**src/rtl/smb_pkg.sv**
```systemverilog
package smb_pkg;

    typedef enum logic [2:0] {
        S_IDLE,
        S_RX,
        S_ACK,
        S_TX,
        S_MACK,
        S_WAIT
    } state_e;

    typedef enum logic [2:0] {
        K_ADDR,
        K_CMD,
        K_DATA,
        K_EXTRA,
        K_BLK,
        K_PEC,
        K_RD
    } kind_e;

    // CRC-8, polynomial x^8+x^2+x+1, MSB first
    function automatic logic [7:0] crc8_next(input logic [7:0] crc, input logic [7:0] b);
        logic [7:0] r;
        r = crc ^ b;
        for (int i = 0; i < 8; i++) begin
            r = r[7] ? ((r << 1) ^ 8'h07) : (r << 1);
        end
        return r;
    endfunction

endpackage

```
**src/rtl/smb_line_mon.sv**
```systemverilog
module smb_line_mon (
    input  logic clk,
    input  logic rst_n,
    input  logic scl_i,
    input  logic sda_i,
    output logic scl_rise_o,
    output logic scl_fall_o,
    output logic start_o,
    output logic stop_o
);
    logic scl_q, sda_q;

    always_ff @(posedge clk) begin
        if (!rst_n) begin
            scl_q <= 1'b1;
            sda_q <= 1'b1;
        end else begin
            scl_q <= scl_i;
            sda_q <= sda_i;
        end
    end

    assign scl_rise_o = scl_i & ~scl_q;
    assign scl_fall_o = ~scl_i & scl_q;
    assign start_o    = scl_i & scl_q & sda_q & ~sda_i;
    assign stop_o     = scl_i & scl_q & ~sda_q & sda_i;
endmodule

```
**src/rtl/smb_stage_buf.sv**
```systemverilog
module smb_stage_buf #(
    parameter int DEPTH = 32,
    parameter int W     = 8,
    localparam int AW   = (DEPTH > 1) ? $clog2(DEPTH) : 1
) (
    input  logic          clk,
    input  logic          we_i,
    input  logic [AW-1:0] waddr_i,
    input  logic [W-1:0]  wdata_i,
    input  logic [AW-1:0] raddr_i,
    output logic [W-1:0]  rdata_o
);
    logic [W-1:0] mem [DEPTH];

    always_ff @(posedge clk) begin
        if (we_i) begin
            mem[waddr_i] <= wdata_i;
        end
    end

    assign rdata_o = mem[raddr_i];
endmodule

```
**src/rtl/smb_reg_slave.sv**
```systemverilog
module smb_reg_slave
    import smb_pkg::*;
#(
    parameter logic [6:0] DEV_ADDR = 7'h5C,
    parameter int         MAX_BLK  = 32,
    parameter logic [7:0] BLK_CMD  = 8'hA0,
    localparam int        CW       = $clog2(MAX_BLK + 2),
    localparam int        IW       = (MAX_BLK > 1) ? $clog2(MAX_BLK) : 1
) (
    input  logic          clk,
    input  logic          rst_n,
    input  logic          scl_i,
    input  logic          sda_i,
    input  logic [CW-1:0] blk_len_i,
    output logic          sda_oe_o,
    output logic          wr_en_o,
    output logic [7:0]    wr_addr_o,
    output logic [7:0]    wr_data_o,
    output logic [7:0]    rd_addr_o,
    input  logic [7:0]    rd_data_i
);
    typedef struct packed {
        state_e        st;
        kind_e         kind;
        logic [3:0]    bits;
        logic [7:0]    sh;
        logic [7:0]    ptr;
        logic [CW-1:0] off;
        logic [CW-1:0] n;
        logic [7:0]    crc;
        logic          oe;
        logic          mack;
        logic          commit;
        logic [CW-1:0] cidx;
        logic          wr_en;
        logic [7:0]    wr_addr;
        logic [7:0]    wr_data;
    } regs_t;

    regs_t q, d;

    logic scl_rise, scl_fall, bus_start, bus_stop;
    logic          buf_we;
    logic [7:0]    buf_rdata;
    logic [CW-1:0] n_eff;

    smb_line_mon i_line_mon (
        .clk        (clk),
        .rst_n      (rst_n),
        .scl_i      (scl_i),
        .sda_i      (sda_i),
        .scl_rise_o (scl_rise),
        .scl_fall_o (scl_fall),
        .start_o    (bus_start),
        .stop_o     (bus_stop)
    );

    smb_stage_buf #(.DEPTH(MAX_BLK), .W(8)) i_stage_buf (
        .clk     (clk),
        .we_i    (buf_we),
        .waddr_i (q.off[IW-1:0]),
        .wdata_i (q.sh),
        .raddr_i (q.cidx[IW-1:0]),
        .rdata_o (buf_rdata)
    );

    assign n_eff = (blk_len_i == '0 || blk_len_i > CW'(MAX_BLK)) ? CW'(MAX_BLK) : blk_len_i;

    always_comb begin
        logic [7:0]    b;
        logic [7:0]    tx_b;
        logic [7:0]    tx_c;
        logic [7:0]    sh_n;
        logic [CW-1:0] off_inc;

        d      = q;
        d.wr_en = 1'b0;
        buf_we = 1'b0;
        b      = q.sh;
        sh_n   = {q.sh[6:0], 1'b0};

        // next byte to send on a read
        if (q.off < q.n) begin
            tx_b = rd_data_i;
            tx_c = crc8_next(q.crc, rd_data_i);
        end else if (q.off == q.n) begin
            tx_b = q.crc;
            tx_c = q.crc;
        end else begin
            tx_b = 8'hFF;
            tx_c = q.crc;
        end
        off_inc = (q.off <= q.n) ? q.off + CW'(1) : q.off;

        // commit of staged block, one register per cycle
        if (q.commit) begin
            d.wr_en   = 1'b1;
            d.wr_addr = q.ptr + 8'(q.cidx);
            d.wr_data = buf_rdata;
            if (q.cidx + CW'(1) == q.n) begin
                d.commit = 1'b0;
            end else begin
                d.cidx = q.cidx + CW'(1);
            end
        end

        if (bus_start) begin
            d.st   = S_RX;
            d.kind = K_ADDR;
            d.bits = '0;
            d.oe   = 1'b0;
            d.crc  = '0;
        end else if (bus_stop) begin
            d.st = S_IDLE;
            d.oe = 1'b0;
        end else begin
            unique case (q.st)
                S_RX: begin
                    if (scl_rise && q.bits < 4'd8) begin
                        d.sh   = {q.sh[6:0], sda_i};
                        d.bits = q.bits + 4'd1;
                    end else if (scl_fall && q.bits == 4'd8) begin
                        d.bits = '0;
                        d.st   = S_WAIT;
                        unique case (q.kind)
                            K_ADDR: begin
                                d.crc = crc8_next(q.crc, b);
                                if (b[7:1] == DEV_ADDR) begin
                                    d.oe   = 1'b1;
                                    d.st   = S_ACK;
                                    d.n    = n_eff;
                                    d.off  = '0;
                                    d.kind = b[0] ? K_RD : K_CMD;
                                end
                            end
                            K_CMD: begin
                                d.crc = crc8_next(q.crc, b);
                                d.oe  = 1'b1;
                                d.st  = S_ACK;
                                d.off = '0;
                                if (b == BLK_CMD) begin
                                    d.kind = K_BLK;
                                end else begin
                                    d.ptr  = b;
                                    d.kind = K_DATA;
                                end
                            end
                            K_DATA: begin
                                d.wr_en   = 1'b1;
                                d.wr_addr = q.ptr;
                                d.wr_data = b;
                                d.oe      = 1'b1;
                                d.st      = S_ACK;
                                d.kind    = K_EXTRA;
                            end
                            K_BLK: begin
                                d.crc  = crc8_next(q.crc, b);
                                buf_we = 1'b1;
                                d.off  = q.off + CW'(1);
                                d.oe   = 1'b1;
                                d.st   = S_ACK;
                                if (q.off + CW'(1) == q.n) begin
                                    d.kind = K_PEC;
                                end
                            end
                            K_PEC: begin
                                if (b == q.crc) begin
                                    d.oe     = 1'b1;
                                    d.st     = S_ACK;
                                    d.commit = 1'b1;
                                    d.cidx   = '0;
                                    d.kind   = K_EXTRA;
                                end
                            end
                            default: ;
                        endcase
                    end
                end
                S_ACK: begin
                    if (scl_fall) begin
                        d.bits = '0;
                        if (q.kind == K_RD) begin
                            d.sh  = tx_b;
                            d.crc = tx_c;
                            d.off = off_inc;
                            d.oe  = ~tx_b[7];
                            d.st  = S_TX;
                        end else begin
                            d.oe = 1'b0;
                            d.st = S_RX;
                        end
                    end
                end
                S_TX: begin
                    if (scl_fall) begin
                        if (q.bits == 4'd7) begin
                            d.oe = 1'b0;
                            d.st = S_MACK;
                        end else begin
                            d.sh   = sh_n;
                            d.oe   = ~sh_n[7];
                            d.bits = q.bits + 4'd1;
                        end
                    end
                end
                S_MACK: begin
                    if (scl_rise) begin
                        d.mack = ~sda_i;
                    end else if (scl_fall) begin
                        d.bits = '0;
                        if (q.mack) begin
                            d.sh  = tx_b;
                            d.crc = tx_c;
                            d.off = off_inc;
                            d.oe  = ~tx_b[7];
                            d.st  = S_TX;
                        end else begin
                            d.st = S_WAIT;
                        end
                    end
                end
                default: ;
            endcase
        end
    end

    always_ff @(posedge clk) begin
        if (!rst_n) begin
            q         <= '0;
            q.st      <= S_IDLE;
            q.kind    <= K_ADDR;
        end else begin
            q <= d;
        end
    end

    assign sda_oe_o  = q.oe;
    assign wr_en_o   = q.wr_en;
    assign wr_addr_o = q.wr_addr;
    assign wr_data_o = q.wr_data;
    assign rd_addr_o = q.ptr + 8'(q.off);
endmodule

```
**config.mk**
```make
export PLATFORM = sky130hd
export DESIGN_NAME = smb_reg_slave
export DESIGN_NICKNAME = d
export VERILOG_FILES = /design/src/rtl/smb_pkg.sv /design/src/rtl/smb_line_mon.sv /design/src/rtl/smb_stage_buf.sv /design/src/rtl/smb_reg_slave.sv
export SDC_FILE = /design/constraint.sdc
export NUM_CORES = 1
export LEC_CHECK = 0
export ABC_AREA = 1
export BUFFER_PORTS_ARGS = -buffer_cell sky130_fd_sc_hd__buf_2
export CORE_MARGIN = 5
export CORE_UTILIZATION = 61
export CTS_CLUSTER_SIZE = 16
export DETAILED_ROUTE_END_ITERATION = 8
export GPL_TIMING_DRIVEN = 0
export PLACE_DENSITY = 0.78
export SLEW_MARGIN = 5
export SYNTH_ARGS = -nofsm -noshare
export SYNTH_HDL_FRONTEND = slang
export SYNTH_SLANG_ARGS = --single-unit
```
**constraint.sdc**
```tcl
create_clock -name clk -period 3.49 [get_ports clk]
set_clock_uncertainty 0.2 [all_clocks]
set_input_delay 0.8725 -clock clk [delete_from_list [all_inputs] [get_ports clk]]
set_output_delay 0.8725 -clock clk [all_outputs]
set_load 0.02 [all_outputs]
```
# ---- Word-level counts from Yosys, hierarchy flattened
# Memories as Yosys holds them, arrays and structs flattened. A register that Yosys moved wholly into a read port is not among the register bits.
# Cells that the tools add are included.
dict set report word_totals {
  reg_bits 74
  mem_bits_rw 256
  in_bits 18
  output_inout_bits 26
  mem_count 1
}
dict set report classes {
  add_sub_neg 5
  order_cmp 4
  n_eq_ne 44
  mux 100
  bitwise_logic 36
  reduce_logical 24
}
# memory depth width rd rd_ports_with_merged_regs wr line
set mem_list {}
lappend mem_list {i_stage_buf.mem 32 8 1 1 1 smb_stage_buf.sv:13} ;# logic [W-1:0] mem [DEPTH];
# operator count
set op_table {}
lappend op_table {{24-bit 2-to-1 mux} 6}
lappend op_table {{8-bit 2-to-1 mux} 12}
lappend op_table {{3-bit 2-to-1 mux} 26}
lappend op_table {{6-bit 2-to-1 mux} 13}
lappend op_table {{12-bit 2-to-1 mux} 6}
lappend op_table {{29-bit 2-to-1 mux} 2}
lappend op_table {{3-bit NOT} 16}
lappend op_table {{12-bit one-hot mux with 4 select lines} 1}
lappend op_table {{43-bit 2-to-1 mux} 1}
lappend op_table {{9-bit 2-to-1 mux} 4}
lappend op_table {{6-bit one-hot mux with 3 select lines} 2}
lappend op_table {{8-bit AND reduction} 4}
lappend op_table {{2-bit != test, second input constant} 15}
lappend op_table {{6-bit one-hot mux with 5 select lines} 1}
lappend op_table {{4-bit != test, second input constant} 7}
lappend op_table {{8-bit one-hot mux with 3 select lines} 1}
lappend op_table {{11-bit AND reduction} 2}
lappend op_table {{6-bit equality test} 3}
lappend op_table {{17-bit 2-to-1 mux} 1}
lappend op_table {{8-bit by 6-bit adder with 8-bit output} 2}
lappend op_table {{8-bit bitwise XOR} 2}
lappend op_table {{1-bit 2-to-1 mux} 15}
lappend op_table {{7-bit 2-to-1 mux} 2}
lappend op_table {{7-bit AND reduction} 2}
lappend op_table {{39 further kinds} 67}

# ---- Logic depth before layout (Yosys ltp)
dict set report depth {
  word_depth 24
  ltp_mapped 14
  ltp_nobuf 14
}

# ---- Modules after synthesis
# From an unflattened synthesis, not the netlist that was laid out.
dict set report unflattened {
  cells_unflattened 1830
  hier_area_um2 16329.4
}
# module n_inst cells_per_inst area_per_inst_um2
set modules_own_cells {}
lappend modules_own_cells {smb_stage_buf 1 914 10626.4}
lappend modules_own_cells {smb_reg_slave 1 901 5614.1}
lappend modules_own_cells {smb_line_mon 1 15 88.8}

# ---- Least setup slack after synthesis
# No wires, ideal clock.
dict set report synth_timing {
  path_type {reg-to-output}
  startpoint {register q[40] in the netlist's numbering}
  endpoint {output rd_addr_o[6]}
  arrival_ns 1.928
  required_time_ns 2.418
  path_slack_ns 0.489
  path_stages_with_launch 8
  path_buffers 0
  cell_sequence {dfxtp_1 > ha_1 > inv_1 > fa_1 > o21ai_0 > a21oi_1 > o21ai_0 > xor2_1}
}
dict set report synth_via {
  elab_chain_len 1
}
# element line
set synth_rtl {}
lappend synth_rtl {{from (decl)} smb_reg_slave.sv:40} ;# regs_t q, d;
lappend synth_rtl {{8-bit by 6-bit adder with 8-bit output} smb_reg_slave.sv:241} ;# assign rd_addr_o = q.ptr + 8'(q.off);
lappend synth_rtl {{to (decl)} smb_reg_slave.sv:19} ;# output logic [7:0] rd_addr_o,
# No other way between the ends.

# ---- Worst setup path in the final report
# Same ends and word-level chain as after synthesis.

==> run metrics <==
Starting DRT DRC Count 1,947; Max IR drop VDD around 0.43 mV; Max-Cap Viols 0; global-route wire length before repair 67,500 um; post-synthesis async set-or-reset flop share 0; Primary FF master, synth edfxtp_1; crit path from q[40]; Worst-Margin Slew about 1.2 ns; Tot Pwr 9630 uW; distinct cell type count after synthesis 44; Reg-to-Reg Start q[61]; Layout Cells excl Fill ~2,200; critical path type register to output pin; Routed Antenna Nets 0; sequential-to-total area share from yosys stat 0.570; top cells by area, synth edfxtp_1, nand2_1, dfxtp_1; Longest Clk Path Bufs 3; Post-Route Setup TNS 0 ns; initial antenna violation count 0; IO Pins 44; RSZ-0062 raised after global routing no; Syn. warnings 0; switching share of power 0.268; Die Ht between 150 and 200 um; FP Rows 59; antenna cell count 0; Period minus WS final around 3.4 ns; Net Switching around 2600 uW; Avg WL per Cell 19.8 um; run status finished clean; Mapped Avg Cell Area 8.94 um^2; Detailed Route WL 44,300 um; Clock power frac 0.397; Nets 1,928; DR vias 13,351; CP Launch Type register; CTS Hold Bufs 0; IO Port Bufs 42; most common cell after layout, fill and taps aside nand2_1; cell taking the most area after synthesis edfxtp_1; CP Capture Type output pin; vias per inst 5.96; synthesis-stage register bit count 330; fill cell count 1,943; Max Transition Viols Final 0; # setup viols final 0; Min-Delay Path Class register to register; Initial DRT Pass Iterations 6; Post-Syn Area 16,100 um^2; DR DRC count 0; Synth top area share 0.478; sequential group share of total power 0.488; Cell Pwr Density 537 nW/um^2; Cells after DPL ~2,200; synthesized net count around 1,800; Num CTS Buffers 35; worst path required time between 2 and 2.5 ns; Comb power frac 0.115; H-Tree Depth 2; detailed placement HPWL between 30,000 and 40,000 um; commonest non-fill, non-tap cells in the layout nand2_1, edfxtp_1, nor2_1; clk sinks 330; Worst-Skew Late Latency 0.53 ns; Final GP Congestion 0.941; CP max FO 7; multi-input logic area 6000 um^2; die width 172 um; crit share post-route 0.965; Placeable Area between 20,000 and 30,000 um^2; hold_sp wr_addr_o[0]; worst hold slack 0.293 ns; Leak between 0.007 and 0.008 uW; Die ar. 29,700 um^2; Clock Pin Slew Worst Setup and Hold Paths 0.06 ns; synth-to-layout area growth 11.5%; total congestion overflow 0; number of global-route vias before repair 12,282; final hold violation count 0; starting density of the core 0.619; share of layout cells above drive strength 1 0.101; CTS tree done; Int Power 7050 uW; CP Data Arrival Time 2.30 ns; fmax 297 MHz; largest net degree at the start of global routing 39; GRT Util Overall 0.297; Slew HR 0.191; Register Area 9190 um^2; CTS root buffer clkbuf_16; Synth Instances 1,801; number of synthesized flops with an enable pin 256
-- sequential cells by signal, summed over array words and instances (netlist names), named ones only --
signal and count:
i_stage_buf.mem 256, sda_oe_o 1, i_line_mon.scl_q 1, q 41, wr_en_o 1, wr_data_o 8
wr_addr_o 8, i_line_mon.sda_q 1
-- cell type report --
cell class                 instances  share of cell area
clock inverter                    24              0.0145
multi-input combinational       1254               0.334
timing repair buffer              42              0.0119
sequential                       330               0.512
buffer                            89              0.0250
clock buffer                      39              0.0520
inverter                         128              0.0268
tap                              335              0.0234
-- kinds of logic (layout without fill, tap and decap cells) --
kind of cell               Yosys count  after routing  synth area share
buffers and inverters              217            322            0.0578
xor gates and xnor gates            36             36            0.0196
AOI/OAI and AO/OA                  243            243            0.0828
DFF                                330            330             0.570
adders and majority gates           30             30            0.0243
and+or+nand+nor                    945            945             0.246
-- Yosys cell counts, types with 3 or more instances --
cell type,number
buf_2,29
a31oi_1,5
nor2_1,213
o21ai_0,108
or2_2,5
xnor2_1,21
nor3_1,14
nand4_1,14
edfxtp_1,256
o21ai_1,8
nand2_2,3
a21oi_1,69
xor2_1,15
o22ai_1,22
dfxtp_1,74
inv_1,116
buf_4,19
buf_1,7
nor3_2,3
a21boi_0,16
clkbuf_1,33
nand3_1,190
ha_1,28
nor2_2,5
inv_2,10
a211oi_1,4
nand2_1,489
-- power by group through the flow --
stage	clock (uW)	sequential [uW]	combinational [uW]
2_1_floorplan	0	4640	847
3_3_place_gp	0	4760	1050
3_5_place_dp	0	4780	1080
4_1_cts	3840	4690	1090
5_1_grt	4020	4710	1240
6_report	3820	4700	1110
-- critical path, stage by stage (launching register included) --
cell and delay [ns]:
dfxtp_4 0.39, ha_1 0.17, inv_1 0.07, fa_2 0.36, o21ai_2 0.17, a21oi_1 0.09
o21ai_1 0.19, xor2_1 0.16, buf_4 0.16
-- path summary, 6_finish.rpt --
check / end / slack [ns] / cells after the start
worst min-delay path: wr_addr_o[0] / 0.29 / 2
worst min register to register: wr_addr_o[0] / 0.29 / 2
worst max-delay path: rd_addr_o[6] / 0.12 / 8
worst max register to register: q[66] / 0.30 / 13
-- metrics by stage --
| stage | cell area [um^2] | util | setup slack [ns] |
|---|---|---|---|
| 3_3_place_gp | 16700 | 0.644 | -0.119 |
| 6_report | 17900 | 0.691 | 0.122 |
| 5_1_grt | 17900 | 0.691 | 0.0103 |
| 4_1_cts | 17900 | 0.690 | 0.00828 |
| 3_5_place_dp | 16700 | 0.644 | -0.159 |
| 2_1_floorplan | 16100 | - | 0.489 |
-- timing repair --
item                       4_1_cts  5_1_grt
buffers inserted                 0        0
cloned                           0        0
setup endpoints to repair       10        1
pin swaps                        0        2
gates resized for setup          8        5
-- per-layer routing --
layer / share of wire / routed length, um / global-route usage / vias to the layer above
met5: 0 / 0 / 0 / -
met4: 0.035 / 1550 / 0.101 / 0
met3: 0.11 / 4880 / 0.0604 / 113
met2: 0.45 / 19900 / 0.460 / 753
met1: 0.41 / 18000 / 0.424 / 6258
li1: - / - / - / 6227
(Power assumes the default switching activity.)
